[config.mk]
export PLATFORM = sky130hd
export DESIGN_NAME = ptw_walker
export DESIGN_NICKNAME = d
export VERILOG_FILES = /design/src/rtl/ptw_pkg.sv /design/src/rtl/ptw_entry_addr.sv /design/src/rtl/ptw_seq.sv /design/src/rtl/ptw_resp.sv /design/src/rtl/ptw_walker.sv
export SDC_FILE = /design/constraint.sdc
export NUM_CORES = 1
export LEC_CHECK = 0
export BUFFER_PORTS_ARGS = -buffer_cell sky130_fd_sc_hd__buf_2
export CORE_ASPECT_RATIO = 1.25
export CORE_MARGIN = 4
export CORE_UTILIZATION = 49
export DETAILED_ROUTE_END_ITERATION = 8
export PLACE_DENSITY_LB_ADDON = 0.12
export SLEW_MARGIN = 10
export SYNTH_ARGS = -nofsm -noshare
export SYNTH_HDL_FRONTEND = slang
export SYNTH_HIERARCHICAL = 1
export SYNTH_SLANG_ARGS = --single-unit
[constraint.sdc]
create_clock -name clk -period 6 [get_ports clk]
set_clock_uncertainty 0.05 [all_clocks]
set_input_delay 1.2 -clock clk [delete_from_list [all_inputs] [get_ports clk]]
set_output_delay 1.2 -clock clk [all_outputs]
set_load 0.02 [all_outputs]
[src/rtl/ptw_pkg.sv]
package ptw_pkg;

  typedef enum logic [2:0] {
    ST_IDLE     = 3'd0,
    ST_READ_DIR = 3'd1,
    ST_READ_PTE = 3'd2,
    ST_DONE     = 3'd3,
    ST_FAULT    = 3'd4
  } walk_state_e;

  localparam logic LVL_DIR = 1'b0;
  localparam logic LVL_PTE = 1'b1;

endpackage

[src/rtl/ptw_entry_addr.sv]
module ptw_entry_addr #(
  parameter int PA_W       = 32,
  parameter int OFF_W      = 12,
  parameter int IDX_W      = 10,
  parameter int ENTRY_LOG2 = 2
) (
  input  logic [PA_W-OFF_W-1:0] frame,
  input  logic [IDX_W-1:0]      idx,
  output logic [PA_W-1:0]       addr
);
  logic [PA_W-1:0] table_start;
  logic [PA_W-1:0] entry_step;

  assign table_start = {frame, {OFF_W{1'b0}}};
  assign entry_step  = PA_W'(idx) << ENTRY_LOG2;
  assign addr        = table_start + entry_step;
endmodule

[src/rtl/ptw_seq.sv]
module ptw_seq
  import ptw_pkg::*;
#(
  parameter int VA_W = 32,
  parameter int PA_W = 32
) (
  input  logic            clk,
  input  logic            rst,
  input  logic            req_valid,
  input  logic [VA_W-1:0] req_vaddr,
  input  logic [PA_W-1:0] dir_addr,
  input  logic [PA_W-1:0] pte_addr,
  input  logic            mem_rd_valid,
  input  logic            entry_present,
  output logic            mem_rd_req,
  output logic [PA_W-1:0] mem_rd_addr,
  output logic            busy,
  output logic [VA_W-1:0] vaddr_q,
  output logic            end_ev,
  output logic            end_fault,
  output logic            end_level
);
  walk_state_e     state_q, state_d;
  logic            issue;
  logic [PA_W-1:0] issue_addr;

  always_comb begin
    state_d    = state_q;
    issue      = 1'b0;
    issue_addr = '0;
    end_ev     = 1'b0;
    end_fault  = 1'b0;
    end_level  = LVL_DIR;
    case (state_q)
      ST_IDLE: begin
        if (req_valid) begin
          state_d    = ST_READ_DIR;
          issue      = 1'b1;
          issue_addr = dir_addr;
        end
      end
      ST_READ_DIR: begin
        if (mem_rd_valid) begin
          if (entry_present) begin
            state_d    = ST_READ_PTE;
            issue      = 1'b1;
            issue_addr = pte_addr;
          end else begin
            state_d   = ST_FAULT;
            end_ev    = 1'b1;
            end_fault = 1'b1;
            end_level = LVL_DIR;
          end
        end
      end
      ST_READ_PTE: begin
        if (mem_rd_valid) begin
          end_ev    = 1'b1;
          end_level = LVL_PTE;
          end_fault = !entry_present;
          state_d   = entry_present ? ST_DONE : ST_FAULT;
        end
      end
      ST_DONE, ST_FAULT: state_d = ST_IDLE;
      default:           state_d = ST_IDLE;
    endcase
  end

  always_ff @(posedge clk) begin
    if (rst) begin
      state_q     <= ST_IDLE;
      mem_rd_req  <= 1'b0;
      mem_rd_addr <= '0;
      busy        <= 1'b0;
      vaddr_q     <= '0;
    end else begin
      state_q    <= state_d;
      mem_rd_req <= issue;
      busy       <= (state_d != ST_IDLE);
      if (issue) mem_rd_addr <= issue_addr;
      if (state_q == ST_IDLE && req_valid) vaddr_q <= req_vaddr;
    end
  end
endmodule

[src/rtl/ptw_resp.sv]
module ptw_resp #(
  parameter int VA_W  = 32,
  parameter int PA_W  = 32,
  parameter int OFF_W = 12
) (
  input  logic                  clk,
  input  logic                  rst,
  input  logic                  end_ev,
  input  logic                  end_fault,
  input  logic                  end_level,
  input  logic [PA_W-OFF_W-1:0] end_frame,
  input  logic [VA_W-1:0]       vaddr_q,
  output logic                  done,
  output logic                  fault,
  output logic                  fault_level,
  output logic [PA_W-1:0]       resp_paddr,
  output logic                  fill_valid,
  output logic [VA_W-OFF_W-1:0] fill_vpn,
  output logic [PA_W-OFF_W-1:0] fill_ppn
);
  always_ff @(posedge clk) begin
    if (rst) begin
      done        <= 1'b0;
      fault       <= 1'b0;
      fault_level <= 1'b0;
      resp_paddr  <= '0;
      fill_valid  <= 1'b0;
      fill_vpn    <= '0;
      fill_ppn    <= '0;
    end else begin
      done       <= end_ev;
      fill_valid <= end_ev && !end_fault;
      if (end_ev) begin
        fault       <= end_fault;
        fault_level <= end_level;
        resp_paddr  <= end_fault ? '0 : {end_frame, vaddr_q[OFF_W-1:0]};
        if (!end_fault) begin
          fill_vpn <= vaddr_q[VA_W-1:OFF_W];
          fill_ppn <= end_frame;
        end
      end
    end
  end
endmodule

[src/rtl/ptw_walker.sv]
module ptw_walker #(
  parameter int VA_W       = 32,
  parameter int PA_W       = 32,
  parameter int OFF_W      = 12,
  parameter int ENTRY_LOG2 = 2
) (
  input  logic                  clk,
  input  logic                  rst,
  input  logic                  req_valid,
  input  logic [VA_W-1:0]       req_vaddr,
  input  logic [PA_W-1:0]       req_dir_base,
  output logic                  busy,
  output logic                  mem_rd_req,
  output logic [PA_W-1:0]       mem_rd_addr,
  input  logic                  mem_rd_valid,
  input  logic [PA_W-1:0]       mem_rd_data,
  output logic                  done,
  output logic                  fault,
  output logic                  fault_level,
  output logic [PA_W-1:0]       resp_paddr,
  output logic                  fill_valid,
  output logic [VA_W-OFF_W-1:0] fill_vpn,
  output logic [PA_W-OFF_W-1:0] fill_ppn
);
  localparam int LEVELS  = 2;
  localparam int IDX_W   = (VA_W - OFF_W) / LEVELS;
  localparam int FRAME_W = PA_W - OFF_W;

  logic [VA_W-1:0]    vaddr_q;
  logic [FRAME_W-1:0] lvl_frame [LEVELS];
  logic [IDX_W-1:0]   lvl_idx   [LEVELS];
  logic [PA_W-1:0]    lvl_addr  [LEVELS];
  logic               end_ev, end_fault, end_level;
  logic               unused_low_bits;

  assign unused_low_bits = ^{req_dir_base[OFF_W-1:0], mem_rd_data[OFF_W-1:1]};

  for (genvar lv = 0; lv < LEVELS; lv++) begin : g_level
    localparam int LSB = OFF_W + (LEVELS - 1 - lv) * IDX_W;
    if (lv == 0) begin : g_root
      assign lvl_frame[lv] = req_dir_base[PA_W-1:OFF_W];
      assign lvl_idx[lv]   = req_vaddr[LSB +: IDX_W];
    end else begin : g_inner
      assign lvl_frame[lv] = mem_rd_data[PA_W-1:OFF_W];
      assign lvl_idx[lv]   = vaddr_q[LSB +: IDX_W];
    end
    ptw_entry_addr #(
      .PA_W(PA_W), .OFF_W(OFF_W), .IDX_W(IDX_W), .ENTRY_LOG2(ENTRY_LOG2)
    ) u_addr (
      .frame(lvl_frame[lv]),
      .idx  (lvl_idx[lv]),
      .addr (lvl_addr[lv])
    );
  end

  ptw_seq #(.VA_W(VA_W), .PA_W(PA_W)) u_seq (
    .clk          (clk),
    .rst          (rst),
    .req_valid    (req_valid),
    .req_vaddr    (req_vaddr),
    .dir_addr     (lvl_addr[0]),
    .pte_addr     (lvl_addr[1]),
    .mem_rd_valid (mem_rd_valid),
    .entry_present(mem_rd_data[0]),
    .mem_rd_req   (mem_rd_req),
    .mem_rd_addr  (mem_rd_addr),
    .busy         (busy),
    .vaddr_q      (vaddr_q),
    .end_ev       (end_ev),
    .end_fault    (end_fault),
    .end_level    (end_level)
  );

  ptw_resp #(.VA_W(VA_W), .PA_W(PA_W), .OFF_W(OFF_W)) u_resp (
    .clk        (clk),
    .rst        (rst),
    .end_ev     (end_ev),
    .end_fault  (end_fault),
    .end_level  (end_level),
    .end_frame  (mem_rd_data[PA_W-1:OFF_W]),
    .vaddr_q    (vaddr_q),
    .done       (done),
    .fault      (fault),
    .fault_level(fault_level),
    .resp_paddr (resp_paddr),
    .fill_valid (fill_valid),
    .fill_vpn   (fill_vpn),
    .fill_ppn   (fill_ppn)
  );
endmodule

---- After elaboration in Yosys (flattened, before gate mapping) ----
Cells that the tools add are included.
word-level totals
  latch bits .............................. 0
  RAM bits ................................ 0
  register bits ........................... 145
  bits of input ports ..................... 100
  word-level logic and storage cells ...... 46
  memories kept ........................... 0
  output and inout port bits .............. 110
  memory bits (read-only) ................. 0
operators by class
  add/sub/neg operators ................... 2
  equal/unequal tests ..................... 2
  shifts and indexed selects .............. 0
  mux-type cells .......................... 22
  bitwise operators ....................... 1
  multipliers ............................. 0
  div/mod/pow operators ................... 0
  reduce and logical (&&, ||, !) cells .... 7
  magnitude comparators ................... 0
operator list
  operator            count
  $mux 32             4
  $add 32x12->32      2
  $pmux 32 s2         1
  $mux 3              5
  $pmux 3 s3          1
  $mux 1              8
  $pmux 1 s2          3
  $eq 3x1->1 const B  1
  $eq 3x2->1 const B  1
  $logic_not 3->1     1
  $reduce_bool 3->1   1
  $logic_and 1x1->1   2
  $logic_not 1->1     2
  $reduce_and 2->1    1
  $not 1->1           1

---- Depth between registers and ports, before layout ----
Gate-level depths: netlist of run 1.
  depth after elaboration ................. 5
  mapped depth ............................ 8
  mapped depth without buffers ............ 5

---- Cells and area by module ----
Netlist of run 1, hierarchy kept.
modules (own cells, without submodules)
  module          times used  cells an instance  area each (um^2)  seq. area each (um^2)
  ptw_resp        1           309                3105.5            1521.5
  ptw_seq         1           321                3031.7            1381.3
  ptw_entry_addr  2           33                 244.0             0.0

---- Worst setup path after synthesis of run 1 ----
No wires, ideal clock.
  path kind ............................... input to register
  start point ............................. input mem_rd_data[0]
  end point ............................... register u_resp.resp_paddr[15]
  required time ........................... 5.821 ns
  setup slack ............................. 3.156 ns
  setup time .............................. 0.129 ns
  path buffers ............................ 3
  stages .................................. 6
  arrival time ............................ 2.665 ns
  cell sequence ........................... buf_2 buf_1 a211oi_1 clkbuf_2 nand4bb_1 o21ai_0
between the ends
  word-level cells in the longest chain between the ends .. 4
  elaborated cells between the ends (all ways) .. 7
  those cells by class .................... mux (6); reduce/logical (1)
ends and longest elaborated chain
  element                                           RTL line                      source
  start, declared                                   ptw_walker.sv:16              input logic [PA_W-1:0] mem_rd_data,
  $mux 1 / $logic_not 1->1 (equally long branches)  ptw_seq.sv:44, ptw_seq.sv:60
  $mux 1 (on tied branches)                         ptw_seq.sv:43, ptw_seq.sv:57
  $pmux 1 s2 (*)                                    ptw_seq.sv:34                 case (state_q)
  net end_fault                                     ptw_walker.sv:33              logic end_ev, end_fault, end_level;
  $mux 32 (*)                                       ptw_resp.sv:36                resp_paddr <= end_fault ? '0 : {end_frame, vaddr_q[OFF_W-1:0]};
  end signal, assigned                              ptw_resp.sv:36
  end, declared                                     ptw_resp.sv:16                output logic [PA_W-1:0] resp_paddr,
Mark *: on every way through the listed nets, which the timed path passes. The rest lies on a longest branch.
A chain may end at the register's enable or synchronous reset.

---- Worst setup path after layout of run 1 ----
  start point ............................. input mem_rd_data[0]
  end point ............................... register u_resp.fill_ppn[7]
between the ends
  word-level cells in the longest chain between the ends .. 5
  elaborated cells between the ends (all ways) .. 8
  those cells by class .................... mux (5); bitwise (1); reduce/logical (2)
ends and longest elaborated chain
  element                                           RTL line                      source
  $mux 1 / $logic_not 1->1 (equally long branches)  ptw_seq.sv:44, ptw_seq.sv:60
  $mux 1 (on tied branches)                         ptw_seq.sv:43, ptw_seq.sv:57
  $pmux 1 s2 (*)                                    ptw_seq.sv:34
  net end_fault                                     ptw_walker.sv:33
  $not 1->1 (no line) (*)                           -
  $reduce_and 2->1 (no line) (*)                    -
  end signal, assigned                              ptw_resp.sv:39                fill_ppn <= end_frame;
  end, declared                                     ptw_resp.sv:19                output logic [PA_W-OFF_W-1:0] fill_ppn
Marked as above.

==> results of run 1 <==
-- per-stage QoR --
stage                     total power [W]  cell area, um2
after floorplan                   0.00131            6630
after global placement            0.00137            7020
after detailed placement          0.00138            7020
after CTS                         0.00242            7600
after global routing              0.00249            7600
final                             0.00239            7600
-- cells by family (layout without fill, tap and decap cells) --
logic type	after synthesis	after routing	synth area share, %
other	2	4	0.113
DFF	145	145	43.8
muxes	2	2	0.302
and+or+nand+nor	210	210	20.9
AOI/OAI and AO/OA	206	206	21.7
buffers and inverters	131	226	13.2
-- tightest hold or removal path: stages, from the launching register on --
cell and delay [ns]:
dfxtp_1 0.31, nand2_1 0.05, a21oi_1 0.05
-- cells in the final DEF (no fill, tap or decap), types with 2 or more instances in the layout --
cell          n
a2111oi_2     2
a21oi_1      67
a21oi_2      10
a32oi_1      32
buf_2       185
buf_4         8
clkbuf_16    17
clkinv_4      2
clkinvlp_4    3
conb_1        4
dfxtp_1     145
inv_6         5
mux2i_1       2
nand2_1      64
nand2b_1     74
nand3b_1     13
nand4bb_1    40
nor2_1        5
nor2b_1       3
o211ai_1      4
o211ai_2     28
o21ai_0      11
o21ai_1      49
-- sequential cells by signal, summed over array words and instances (netlist names), 3 cells and up --
register / cells
u_resp/resp_paddr: 32
u_seq/mem_rd_addr: 32
u_seq/vaddr_q: 32
u_resp/fill_ppn: 20
u_resp/fill_vpn: 20
u_seq/state_q: 3
-- power breakdown --
part	switching, W	internal (W)
Sequential	0.0000348	0.00101
Clock	0.000442	0.000594
Combinational	0.000199	0.000110
-- worst paths after layout --
path / from / end / slack (ns) / cells past startpoint
max: mem_rd_data[0] / u_resp/fill_ppn[7] / 2.92 / 5
min: u_seq/vaddr_q[2] / u_seq/vaddr_q[2] / 0.41 / 2
max reg2reg: u_seq/state_q[2] / u_resp/fill_ppn[7] / 3.43 / 5
min reg2reg: u_seq/vaddr_q[2] / u_seq/vaddr_q[2] / 0.41 / 2
-- layout make-up --
type,instances,area [um2]
clock buffers,18,439
inverters,1,3.75
clock inverters,14,146
fillers,1244,5630
well taps,171,214
multi-input cells,422,2910
repair buffers,193,986
flip-flops and latches,145,2900
-- routing by layer --
metal	vias to the layer above	part of all wire, %
li1	2575	-
met1	2525	46
met2	166	47
met3	20	6.1
met4	0	1.2
met5	-	0
==> results.toml, run 1 <==
[outcome]
status = "finished, final reports clean"

[place]
dp_slack_ns = 2.52
dp_cells = 932
gp_congestion = 0.779
post-dp-hpwl_um = 11500
io_buffers = 186

[sta]
fin_crit_ns = 3.08
max_slew_margin_pct = 16.8
period_share_pct = 51.4
setup_ws_ns = 2.92
fin_setup_tns_ns = 0
slew_violations = 0
finalHoldViolations = 0
grt_setup_unrepaired = "no"
fmax_mhz = 324
worst_pin_slew_ns = 1.24
setup_viol = 0
whs_ns = 0.405

[synthesis]
netlist_top_cells_count = "dfxtp_1, nand2b_1, buf_4, a21oi_1, nand2_1"
synth_seq_cells = 145
syn_inst = 696
synth_area_um2 = 6630
yosysTopAreaCell = "dfxtp_1"
syn_avg_cell_area_um2 = 9.52
synth_most_common_cell = "dfxtp_1"
synth_edf_count = 0
synthTopCellsByArea = "dfxtp_1, buf_4, nand2b_1, nand4bb_1, o211ai_2"
async_reset_ff_share_pct = 0
synth-seq-area-share_pct = 43.8
yosysWarnings = 6
synthDistinctLibCells = 35
synth-main-ff-cell = "dfxtp_1"
synth_top_area_share_pct = 43.8

[global_routing]
grt_pass1_wl_um = 27900
grt_use_met3_pct = 5.68
grt_pass1_vias = 5189
grt_max_degree = 114
globalRouteMet2Util_pct = 33.7
antenna_found_initial = 0
grt_overflow = 0
grt_usage_pct = 22.1
grt_busiest_layer = "met2"
met1_usage_pct = 30.9

[critical_path]
crit_chain = "buf_2 -> a211oi_4 -> buf_4 -> nor2b_4 -> o21ai_1"
end_kind = "flop"
critPathKind = "in2reg"
cp_num_buf_inv = 2
arrival_ns = 3.29
slowest_delay_ns = 0.89
required_ns = 6.21
start_kind = "input port"
cp_top_family = "buffers and inverters"
crit_path_top_delay_cell = "nor2b_4"
crit_fanout = 54

[power_and_ir_drop]
peakVddDrop_v = 0.000151
powerDensity_nw_per_um2 = 315
leakagePower_nw = 3.04

[clocking]
postCtsSetupRepairBufs = 0
cts_root_buf = "clkbuf_16"
clock_sink_count = 145
cts_buffers = 17
path_clk_slew_ns = 0.06
clockBufferDepth = 2
cts_hold_buf = 0
cts_resized = 0
clk_latency_ns = 0.41
cts_max_level = 4
cts_tree = "yes"

[floorplanning]
die_y_um = 138
die-area_um2 = 15500
io_pins = 210
fp.dieW_um = 112
initial_core_util_pct = 50.1
coreArea_um2 = 13200
row_count = 47

[final_layout]
syn_to_final_growth_pct = 14.8
fin_util_pct = 57.5
fin_cells = 964
drive_above_1_share_pct = 34.6
antennaDiodeCount = 0
layout.nets = 880

[job]
maxCapViolCount = 0

[hold_path]
min_path_type = "reg2reg"

[detailed_routing]
dr.pass1.iters = 5
drc = 0
via_count = 5286
drtIter0Drc = 327
via_per_inst = 5.48
post_drt_wl_per_cell_um = 18.3
drt-total-wl_um = 17600
ant_nets = 0
No activity file was read; power rests on OpenSTA's default activity.
==> run 2, diff against run 1 <==
- CORE_UTILIZATION: 49 -> 46
- clock period: 6 -> 2.54 ns (I/O delays scaled with it)
==> results.toml, run 2 (synthesized netlist as in run 1, its figures left out) <==
[final_layout]
layout.nets = 888
top_regs = "u_resp/resp_paddr (32), u_seq/mem_rd_addr (32), u_seq/vaddr_q (32)"
final_cell_area_um2 = 7720
layout_commonest_cell = "buf_2"
drive_above_1_share_pct = 35.0
layout_common_cells = "buf_2, dfxtp_1, nand2b_1"
fin_util_pct = 55.1
syn_to_final_growth_pct = 16.5

[clocking]
cts_buffers = 17
cts_hold_buf = 0
cts_root_buf = "clkbuf_16"
path_clk_slew_ns = 0.06
clock_sink_count = 145
cts_tree = "yes"
postCtsSetupRepairBufs = 0
cts_max_level = 4
cts_resized = 0
clk_latency_ns = 0.41
clockBufferDepth = 2

[global_routing]
grt_pass1_wl_um = 26700
grt_pass1_vias = 4957
grt_usage_pct = 20.4
grt_overflow = 0
grt_max_degree = 101
antenna_found_initial = 0

[floorplanning]
die_y_um = 142
io_pins = 210
die-area_um2 = 16400
initial_core_util_pct = 47.3
coreArea_um2 = 14000
fp.dieW_um = 115
row_count = 48

[hold_path]
hold_path_startpoint = "req_vaddr[8]"
holdPathStages = 3
min_to = "u_seq/vaddr_q[8]"
min_path_type = "in2reg"

[place]
placed_area_um2 = 7110
gp_congestion = 0.839
io_buffers = 186
post-dp-hpwl_um = 11600
dp_slack_ns = 0.180

[critical_path]
critPathKind = "reg2reg"
rr_worst_depth = 5
crit_chain = "nand2b_1 -> o21a_1 -> nor2_4 -> nor2b_2 -> o21ai_1"
r2r-start = "u_seq/state_q[0]"
crit_path_top_delay_cell = "nor2b_2"
regToRegSetupSlack_ns = 0.14
required_ns = 2.74
end_kind = "flop"
slowest_delay_ns = 0.88
arrival_ns = 2.60
start_kind = "flop"
r2r_end = "u_resp/fill_vpn[6]"
crit_fanout = 20

[sta]
fin_crit_ns = 2.40
setup_viol = 0
setup_ws_ns = 0.141
period_share_pct = 94.4
max_slew_margin_pct = 29.2
whs_ns = 0.288
finalHoldViolations = 0
slew_violations = 0
worst_pin_slew_ns = 1.06
fmax_mhz = 417

[detailed_routing]
dr.pass1.iters = 4
via_count = 5304
drt-total-wl_um = 17400
via_per_inst = 5.43
ant_nets = 0
drc = 0
drtIter0Drc = 426
post_drt_wl_per_cell_um = 17.8

[power_and_ir_drop]
leakagePower_nw = 3.09
p_sw_w = 0.00150
p_sw_share_pct = 26.4
p_comb_share_pct = 13.3
peakVddDrop_v = 0.000414
p_int_w = 0.00418
power_frac_seq_pct = 43.6
clkPwrFrac_pct = 43.2
powerDensity_nw_per_um2 = 735

[job]
maxCapViolCount = 0

[outcome]
status = "finished, final reports clean"
==> run 2: layout make-up <==
cell class	count	area [um2]
fillers	1297	6280
multi-input cells	423	2920
flip-flops and latches	145	2900
repair buffers	200	1080
clock buffers	21	460
well taps	175	219
clock inverters	11	131
inverters	1	3.75
diodes	1	2.50
==> run 2: metal layers <==
layer  vias to the layer above  part of all wire [%]  global-route usage, %
li1                       2593                     -                      -
met1                      2513                    45                   28.9
met2                       174                    46                   30.9
met3                        24                   7.0                   4.98
met4                         0                   2.0                   6.12
met5                         -                     0                      0
==> run 2: how the worst max path moves through the flow <==
stage,from,end,slack (ns),depth (start not counted)
floorplan,mem_rd_data[0],u_resp/resp_paddr[15],0.39,6
global placement,u_seq/state_q[0],u_resp/fill_vpn[15],0.27,5
detailed placement,u_seq/state_q[0],u_resp/fill_vpn[13],0.18,5
CTS,u_seq/state_q[0],u_resp/fill_vpn[13],0.15,5
global route,u_seq/state_q[0],u_resp/fill_ppn[12],-0.001,5
finish,u_seq/state_q[0],u_resp/fill_vpn[6],0.14,5
==> run 2: power by group through the flow <==
| stage | Combinational, W | Sequential (W) | Clock (W) |
|---|---|---|---|
| after CTS | 0.000752 | 0.00247 | 0.00252 |
| after floorplan | 0.000493 | 0.00260 | 0 |
| after global placement | 0.000740 | 0.00252 | 0 |
| after global routing | 0.000817 | 0.00249 | 0.00263 |
| final | 0.000752 | 0.00247 | 0.00245 |
| after detailed placement | 0.000749 | 0.00252 | 0 |
==> run 2: stage by stage <==
stage	power, W	TNS (ns)	std cells
floorplan	0.00309	0	698
global placement	0.00326	0	943
detailed placement	0.00327	0	943
CTS	0.00574	0	975
global route	0.00593	-0.00179	976
finish	0.00568	0	977
==> run 2: critical path: cells and delay by family (launching register included) <==
family | cells | cell delay [ns]
AND/OR/NAND/NOR | 3 | 1.24
flip-flops | 1 | 0.54
AO/OA/AOI/OAI | 2 | 0.40
